**config.mk**
```make
export PLATFORM = sky130hd
export DESIGN_NAME = cap_sample_hold
export DESIGN_NICKNAME = d
export VERILOG_FILES = /design/src/rtl/cap_pkg.sv /design/src/rtl/cap_step_timer.sv /design/src/rtl/cap_cmp_sync.sv /design/src/rtl/cap_ramp_counter.sv /design/src/rtl/cap_ctrl.sv /design/src/rtl/cap_sample_hold.sv
export SDC_FILE = /design/constraint.sdc
export NUM_CORES = 1
export LEC_CHECK = 0
export BUFFER_PORTS_ARGS = -buffer_cell sky130_fd_sc_hd__clkbuf_2
export CORE_MARGIN = 5
export CORE_UTILIZATION = 40
export CTS_CLUSTER_DIAMETER = 50
export DETAILED_ROUTE_END_ITERATION = 8
export PLACE_DENSITY = 0.65
export SLEW_MARGIN = 30
export SYNTH_ARGS = -nofsm -noshare
export SYNTH_HDL_FRONTEND = slang
export SYNTH_HIERARCHICAL = 1
export SYNTH_SLANG_ARGS = --single-unit
```
**constraint.sdc**
```tcl
create_clock -name clk_i -period 3.7 [get_ports clk_i]
set_input_delay 0.185 -clock clk_i [delete_from_list [all_inputs] [get_ports clk_i]]
set_output_delay 0.185 -clock clk_i [all_outputs]
set_load 0.05 [all_outputs]
```
**src/rtl/cap_pkg.sv**
```systemverilog
package cap_pkg;

   typedef enum logic [0:0] {
      CAP_IDLE = 1'b0,
      CAP_RAMP = 1'b1
   } cap_state_e;

   typedef struct packed {
      logic clr;   // force counter to zero
      logic inc;   // step counter by one
      logic cap;   // latch counter into held register
   } cap_cmd_t;

endpackage

```
**src/rtl/cap_step_timer.sv**
```systemverilog
module cap_step_timer #(
   parameter int unsigned STEP_DIV = 4
) (
   input  logic clk_i,
   input  logic rst_ni,
   input  logic clear_i,
   input  logic run_i,
   output logic tick_o
);

   if (STEP_DIV < 1) begin : g_chk_div
      $error("cap_step_timer: STEP_DIV must be at least 1");
   end

   if (STEP_DIV == 1) begin : g_every_cycle
      assign tick_o = run_i;
   end else begin : g_divider
      localparam int unsigned DIV_W = $clog2(STEP_DIV);
      localparam logic [DIV_W-1:0] LAST = DIV_W'(STEP_DIV - 1);

      logic [DIV_W-1:0] div_q;

      always_ff @(posedge clk_i or negedge rst_ni) begin
         if (!rst_ni) begin
            div_q <= '0;
         end else if (clear_i) begin
            div_q <= '0;
         end else if (run_i) begin
            div_q <= (div_q == LAST) ? '0 : div_q + 1'b1;
         end
      end

      assign tick_o = run_i && (div_q == LAST);

      AST_DIV_IN_RANGE: assert property (@(posedge clk_i) disable iff (!rst_ni)
         div_q <= LAST);
   end

endmodule

```
**src/rtl/cap_cmp_sync.sv**
```systemverilog
module cap_cmp_sync #(
   parameter int unsigned STAGES = 0
) (
   input  logic clk_i,
   input  logic rst_ni,
   input  logic cmp_i,
   output logic cmp_o
);

   if (STAGES == 0) begin : g_direct
      assign cmp_o = cmp_i;
   end else begin : g_chain
      logic [STAGES-1:0] sh_q;

      always_ff @(posedge clk_i or negedge rst_ni) begin
         if (!rst_ni) begin
            sh_q <= '0;
         end else begin
            sh_q <= {sh_q[STAGES-1:0] << 1} | {{(STAGES-1){1'b0}}, cmp_i};
         end
      end

      assign cmp_o = sh_q[STAGES-1];
   end

endmodule

```
**src/rtl/cap_ramp_counter.sv**
```systemverilog
module cap_ramp_counter #(
   parameter int unsigned CODE_W = 6
) (
   input  logic              clk_i,
   input  logic              rst_ni,
   input  logic              clr_i,
   input  logic              inc_i,
   output logic [CODE_W-1:0] code_o,
   output logic              at_max_o
);

   localparam logic [CODE_W-1:0] FULL = {CODE_W{1'b1}};

   logic [CODE_W-1:0] code_q;

   always_ff @(posedge clk_i or negedge rst_ni) begin
      if (!rst_ni) begin
         code_q <= '0;
      end else if (clr_i) begin
         code_q <= '0;
      end else if (inc_i && (code_q != FULL)) begin
         code_q <= code_q + 1'b1;
      end
   end

   assign code_o   = code_q;
   assign at_max_o = (code_q == FULL);

   AST_STEP_BY_ONE: assert property (@(posedge clk_i) disable iff (!rst_ni)
      !clr_i |=> (code_q == $past(code_q)) || (code_q == $past(code_q) + 1'b1));

   AST_NO_WRAP: assert property (@(posedge clk_i) disable iff (!rst_ni)
      (at_max_o && !clr_i) |=> at_max_o);

endmodule

```
**src/rtl/cap_ctrl.sv**
```systemverilog
module cap_ctrl
   import cap_pkg::*;
(
   input  logic     clk_i,
   input  logic     rst_ni,
   input  logic     por_ok_i,
   input  logic     start_i,
   input  logic     trip_i,
   input  logic     tick_i,
   input  logic     at_max_i,
   output cap_cmd_t cmd_o,
   output logic     busy_o,
   output logic     done_o
);

   cap_state_e state_q;
   cap_state_e state_d;
   logic       done_q;
   logic       accept;
   logic       finish;

   always_comb begin
      accept = (state_q == CAP_IDLE) && start_i && por_ok_i;
      finish = (state_q == CAP_RAMP) && por_ok_i && (trip_i || (tick_i && at_max_i));

      cmd_o.clr = !por_ok_i || accept;
      cmd_o.inc = (state_q == CAP_RAMP) && por_ok_i && !trip_i && tick_i && !at_max_i;
      cmd_o.cap = finish;

      state_d = state_q;
      if (!por_ok_i) begin
         state_d = CAP_IDLE;
      end else if (accept) begin
         state_d = CAP_RAMP;
      end else if (finish) begin
         state_d = CAP_IDLE;
      end
   end

   always_ff @(posedge clk_i or negedge rst_ni) begin
      if (!rst_ni) begin
         state_q <= CAP_IDLE;
         done_q  <= 1'b0;
      end else begin
         state_q <= state_d;
         done_q  <= finish;
      end
   end

   assign busy_o = (state_q == CAP_RAMP);
   assign done_o = done_q;

   AST_DONE_PULSE: assert property (@(posedge clk_i) disable iff (!rst_ni)
      done_o |=> !done_o);

   AST_DONE_NOT_BUSY: assert property (@(posedge clk_i) disable iff (!rst_ni)
      done_o |-> !busy_o);

   AST_POR_STOPS: assert property (@(posedge clk_i) disable iff (!rst_ni)
      !por_ok_i |=> (!busy_o && !done_o));

   AST_IDLE_TRIP_QUIET: assert property (@(posedge clk_i) disable iff (!rst_ni)
      (!busy_o && trip_i) |=> !done_o);

endmodule

```
**src/rtl/cap_sample_hold.sv**
```systemverilog
module cap_sample_hold #(
   parameter int unsigned CODE_W   = 6,
   parameter int unsigned STEP_DIV = 4,
   parameter int unsigned CMP_SYNC = 0
) (
   input  logic              clk_i,
   input  logic              rst_ni,
   input  logic              start_i,
   input  logic              cmp_hi_i,
   input  logic              por_ok_i,
   output logic [CODE_W-1:0] dac_code_o,
   output logic [CODE_W-1:0] held_code_o,
   output logic              done_o,
   output logic              busy_o
);
   import cap_pkg::*;

   if (CODE_W < 2 || CODE_W > 16) begin : g_chk_width
      $error("cap_sample_hold: CODE_W must lie in 2..16");
   end
   if (CMP_SYNC > 4) begin : g_chk_sync
      $error("cap_sample_hold: CMP_SYNC must not exceed 4");
   end

   cap_cmd_t          cmd;
   logic              trip;
   logic              tick;
   logic              at_max;
   logic              busy;
   logic [CODE_W-1:0] code;
   logic [CODE_W-1:0] held_q;

   cap_cmp_sync #(.STAGES(CMP_SYNC)) u_sync (
      .clk_i  (clk_i),
      .rst_ni (rst_ni),
      .cmp_i  (cmp_hi_i),
      .cmp_o  (trip)
   );

   cap_step_timer #(.STEP_DIV(STEP_DIV)) u_timer (
      .clk_i   (clk_i),
      .rst_ni  (rst_ni),
      .clear_i (cmd.clr),
      .run_i   (busy),
      .tick_o  (tick)
   );

   cap_ramp_counter #(.CODE_W(CODE_W)) u_count (
      .clk_i    (clk_i),
      .rst_ni   (rst_ni),
      .clr_i    (cmd.clr),
      .inc_i    (cmd.inc),
      .code_o   (code),
      .at_max_o (at_max)
   );

   cap_ctrl u_ctrl (
      .clk_i    (clk_i),
      .rst_ni   (rst_ni),
      .por_ok_i (por_ok_i),
      .start_i  (start_i),
      .trip_i   (trip),
      .tick_i   (tick),
      .at_max_i (at_max),
      .cmd_o    (cmd),
      .busy_o   (busy),
      .done_o   (done_o)
   );

   always_ff @(posedge clk_i or negedge rst_ni) begin
      if (!rst_ni) begin
         held_q <= '0;
      end else if (!por_ok_i) begin
         held_q <= '0;
      end else if (cmd.cap) begin
         held_q <= code;
      end
   end

   assign dac_code_o  = code;
   assign held_code_o = held_q;
   assign busy_o      = busy;

   AST_HELD_STABLE: assert property (@(posedge clk_i) disable iff (!rst_ni)
      por_ok_i |=> ($stable(held_code_o) || done_o));

   AST_POR_CLEARS_HELD: assert property (@(posedge clk_i) disable iff (!rst_ni)
      !por_ok_i |=> (held_code_o == '0 && dac_code_o == '0));

   AST_NO_RESTART: assert property (@(posedge clk_i) disable iff (!rst_ni)
      (busy_o && start_i && por_ok_i && dac_code_o != '0) |=> (dac_code_o != '0));

   AST_START_CLEARS: assert property (@(posedge clk_i) disable iff (!rst_ni)
      (!busy_o && start_i && por_ok_i) |=> (busy_o && dac_code_o == '0));

endmodule

```
* Word level (Yosys, flattened, before mapping)
Cells that the tools add are included.
** Storage, ports and cells
- Flip-flop bits (word level) :: 16
- Input port bits :: 5
- Logic and storage cells :: 40
- Output and inout bits :: 14
** Cells by class
- Reductions and logical operators :: 17
- Add/subtract/negate cells :: 2
- Multiplexer cells :: 10
- Bitwise operators :: 1
- Equality and inequality tests :: 5
** Operators by type and width (count)
- 2-to-1 mux 6 bit :: 4
- logical AND 1 bit :: 10
- adder 6 x 1 -> 6 bit (second input constant) :: 1
- equality test 6 bit (second input constant) :: 1
- 2-to-1 mux 2 bit :: 3
- inequality test 6 bit (second input constant) :: 1
- nonzero test 2 bit :: 2
- logical NOT 1 bit :: 3
- 2-to-1 mux 1 bit :: 3
- inequality test 3 x 1 -> 1 bit (second input constant) :: 1
- adder 2 x 1 -> 2 bit (second input constant) :: 1
- equality test 2 bit (second input constant) :: 1
- logical OR 1 bit :: 2
- inequality test 2 x 1 -> 1 bit (second input constant) :: 1
- NOT 1 bit :: 1

* Longest topological paths before layout
- Depth in word-level cells :: 8
- Gate-level depth with buffers :: 10
- Depth with buffers taken out :: 8

* Cells and area by module
The synthesis kept the hierarchy.
** Modules (own cells, without submodules)
- cap_ramp_counter :: instances 1, cells an instance 32, sequential area each 150.1 sq um, area each 341.6 sq um
- cap_sample_hold :: instances 1, cells an instance 19, sequential area each 150.1 sq um, area each 259.0 sq um
- cap_ctrl :: instances 1, cells an instance 11, sequential area each 50.0 sq um, area each 111.4 sq um
- cap_step_timer :: instances 1, cells an instance 9, sequential area each 50.0 sq um, area each 106.4 sq um
- cap_cmp_sync :: instances 1, cells an instance 1, sequential area each 0.0 sq um, area each 7.5 sq um

* Worst setup path after synthesis
No wires, ideal clock.
- Path kind :: register to register
- From :: reg u_count.code_q[0], in the netlist u_count/code_o[0]
- To :: reg u_count.code_q[5], in the netlist u_count/code_o[5]
- Arrival time :: 2.245 ns
- Path buffers :: 0
- Clock period less this slack :: 2.331 ns
- Slack :: 1.369 ns
- Required time :: 3.614 ns
- Setup time :: 0.086 ns
- Stages on the path, launching flop included :: 9
- Path through :: dfrtp_1 > ha_1 > and4_4 > nand2_1 > inv_1 > nor4b_2 > nand4_2 > or3_1 > a21oi_1
** RTL lines
- from (decl) :: RTL line cap_ramp_counter.sv:14 : logic [CODE_W-1:0] code_q;
- from (signal assigned) :: RTL line cap_ramp_counter.sv:22 : code_q <= code_q + 1'b1;

==> results.py <==
metrics = {
    "critical_path": {
        "worst_setup_path_end_kind": "flop",
        "crit_chain": "ha_1, and4_4, nand2_1, inv_1, nor4b_2, nand4_2, or3_1, a21oi_1",
        "cp_max_fo": 6,
        "slowest_delay_ps": 460,
        "critPathRequiredTime_ps": 3900,
        "timing.rr.start": "u_count/code_o[0]",
        "r2r_end": "u_count/code_o[5]",
        "r2r_cells": 8,
        "r2r_setup_slack_ps": 1410,
        "crit_type": "reg2reg",
        "crit_slowest_cell": "dfrtp_1",
        "worstSetupStartpointType": "flop",
        "cp.arrival_ps": 2490,
    },
    "timing": {
        "tns_ps": 0,
        "hold_viol_final": 0,
        "max_freq_ghz": 0.437,
        "slew_headroom": 0.493,
        "fin_worst_skew_ps": 2.73,
        "maxSlewViolCount": 0,
        "post-route-period-util": 0.619,
        "tightest_slew_ps": 756,
        "min_period_ps": 2290,
        "grt_setup_unrepaired": "false",
        "setup_violations": 0,
    },
    "clock_network": {
        "cts_tree": "built",
        "path_clk_slew_ps": 90,
        "postCtsSetupRepairBufs": 0,
        "clock-root-buffer": "clkbuf_4",
        "cts_buffer_depth": 2,
        "cts_buffers": 3,
        "cts.sinks": 16,
        "clk_latency_ps": 280,
        "cts_max_level": 1,
    },
    "cells_and_area": {
        "layoutNonFillerInstCount": 119,
        "syn2layout_area_growth_pct": 17.4,
        "fillCellCount": 203,
        "drive_gt1_frac": 0.337,
        "diodes": 0,
        "finalNetCount": 100,
    },
    "min_path": {
        "whs_endpoint": "held_code_o[2]",
        "hold_path.class": "in2reg",
        "hold_start": "por_ok_i",
        "holdPathStages": 2,
    },
    "floorplanning": {
        "rows": 16,
        "start_util": 0.421,
        "dieWidth_um": 55.4,
        "dieArea_mm2": 0.00307,
        "pin_count": 19,
        "fp.dieH_um": 55.4,
        "core_area_mm2": 0.00196,
    },
    "detailed_routing": {
        "vias": 597,
        "post-route-drc-count": 0,
        "detail-route-antenna-nets": 0,
        "vias_per_cell": 5.02,
        "wl_per_cell_um": 13.5,
        "detail_route.iter0.violations": 6,
        "routed_wl_mm": 1.60,
        "drtPass1Iterations": 4,
    },
    "placement": {
        "gp_congestion": 0.772,
        "hpwlAfterDp_mm": 1.19,
        "placed_cells": 114,
        "portBuffers": 18,
    },
    "logic_synthesis": {
        "synthMuxAreaShare": 0.115,
        "netlist_instances": 72,
        "synth_top_family_by_area": "simple AND/OR/NAND/NOR gates",
        "synth_fa_ha_area_frac": 0.0303,
        "synth_compound_gate_area_share": 0.102,
        "synth.ff_latch_count": 16,
        "avgSynthCellArea_um2": 11.5,
        "syn_nets": 79,
        "synthesis.area_um2": 826,
        "synth_xor_area_frac": 0,
        "synth_cell_types": 30,
        "seq_area_frac_synth": 0.485,
        "synth-simple-area-share": 0.223,
        "yosysWarningCount": 6,
    },
    "grt": {
        "grt_pass1_vias": 648,
        "grt_overflow": 0,
        "grt_max_degree": 17,
        "grt_pass1_wl_mm": 2.87,
        "antenna_found_initial": 0,
        "grt_util_all_layers": 0.116,
    },
    "status": {
        "status": "completed",
    },
    "power_and_ir_drop": {
        "p_per_area_mw_per_mm2": 326,
        "p_leak_uw": 0.000464,
        "irDropWorstVdd_mv": 0.176,
    },
    "job": {
        "cap_violations": 0,
    },
}
==> kinds of logic (layout without fill, tap and decap cells) <==
family          Yosys count  in the layout
compound gates           12             12
fa+ha+maj                 2              2
buf+inv                   6             26
flops                    16             16
mux                       9              9
simple gates             27             27
==> layer usage <==
metal	global-route usage	part of all wire	vias to the layer above	routed length, um
met4	0.0521	0.0081	0	13
met5	0	0	-	0
met1	0.150	0.48	287	771
met3	0.0256	0.049	2	79
met2	0.182	0.46	15	738
li1	-	-	293	-
==> cell usage in the layout (no fill, tap or decap) <==
cell	count
clkbuf_2	18
nor4b_2	1
and3b_1	1
nand4_2	1
ha_1	2
nor2_1	3
or3b_1	1
and2_2	1
o21ai_1	1
nand2_1	3
mux2_4	1
dfrtp_1	16
and2_1	1
a21oi_2	1
clkbuf_8	1
nor2b_1	7
a31o_1	1
nand2b_1	3
a21oi_1	5
o31a_2	1
mux2i_1	8
and4b_1	1
a211oi_1	1
and3_2	1
dlygate4sd3_1	1
and4_4	1
or3_1	1
inv_1	3
a21boi_2	1
clkbuf_4	3
o31ai_1	1
nor3_1	1
==> synthesized netlist by cell type <==
cell type	n	area, um^2
nand4_2	1	12.5
nor2_1	3	11.3
a21oi_1	5	25.0
and4_4	1	11.3
o21ai_0	1	5.00
nor4b_2	1	15.0
a21boi_2	1	11.3
a21oi_2	1	8.76
nand2_1	3	11.3
and2_2	1	7.51
nor3_1	1	5.00
mux2i_1	8	80.1
and2_1	1	6.26
nand2b_1	3	18.8
buf_6	1	11.3
o31ai_1	1	7.51
and4b_1	1	10.0
dfrtp_1	16	400
or3b_1	1	8.76
mux2_4	1	15.0
and3b_1	1	8.76
buf_4	2	15.0
a211oi_1	1	7.51
inv_1	3	11.3
a31o_1	1	8.76
o31a_2	1	10.0
or3_1	1	6.26
nor2b_1	7	43.8
ha_1	2	25.0
and3_2	1	7.51
==> cell type report <==
cell class,instances,area [um^2],share of cell area
clock buffer,4,36.3,0.0374
inverter,3,11.3,0.0116
multi-input combinational,50,388,0.400
sequential,16,400,0.413
tap,27,33.8,0.0348
timing repair buffer,19,100,0.103
==> flip-flops by register name, summed over array words and instances, names as in the netlist <==
| name | flops |
|---|---|
| u_ctrl/busy_o | 1 |
| u_timer/g_divider.div_q | 2 |
| u_ctrl/done_o | 1 |
| held_code_o | 6 |
| u_count/code_o | 6 |
==> repair_timing <==
item	4_1_cts	5_1_grt
resized for setup	0	0
endpoints found under the hold margin	16	0
hold buffers	1	0
==> worst max-delay path, delay by kind of cell, from the launching register on <==
family | cells | cell delay (ps)
compound gates | 1 | 150
simple gates | 5 | 1250
flops | 1 | 460
fa+ha+maj | 1 | 270
buf+inv | 1 | 80
==> worst max-delay path by stage <==
stage                           start                end
global route        u_count/code_o[0]  u_count/code_o[5]
finish              u_count/code_o[0]  u_count/code_o[5]
CTS                 u_count/code_o[0]  u_count/code_o[5]
detailed placement  u_count/code_o[0]  u_count/code_o[5]
floorplan           u_count/code_o[0]  u_count/code_o[5]
global placement    u_count/code_o[0]  u_count/code_o[5]
==> report_power, final <==
group | switching (uW) | internal (uW) | total [uW]
clock network | 51.8 | 59.8 | 112
logic | 16.2 | 9.07 | 25.2
registers | 2.62 | 177 | 179
total | 70.6 | 246 | 316
==> stage by stage <==
stage | utilization | total power (uW) | setup slack, ps | hold slack, ps | instance area [um^2]
2_1_floorplan | - | 199 | 1370 | -111 | 826
3_3_place_gp | 0.471 | 207 | 1500 | 130 | 923
3_5_place_dp | 0.471 | 208 | 1430 | 134 | 923
4_1_cts | 0.494 | 321 | 1400 | 232 | 970
5_1_grt | 0.494 | 331 | 1280 | 251 | 970
6_report | 0.494 | 316 | 1410 | 233 | 970
Power figures use the tool's default switching activity.
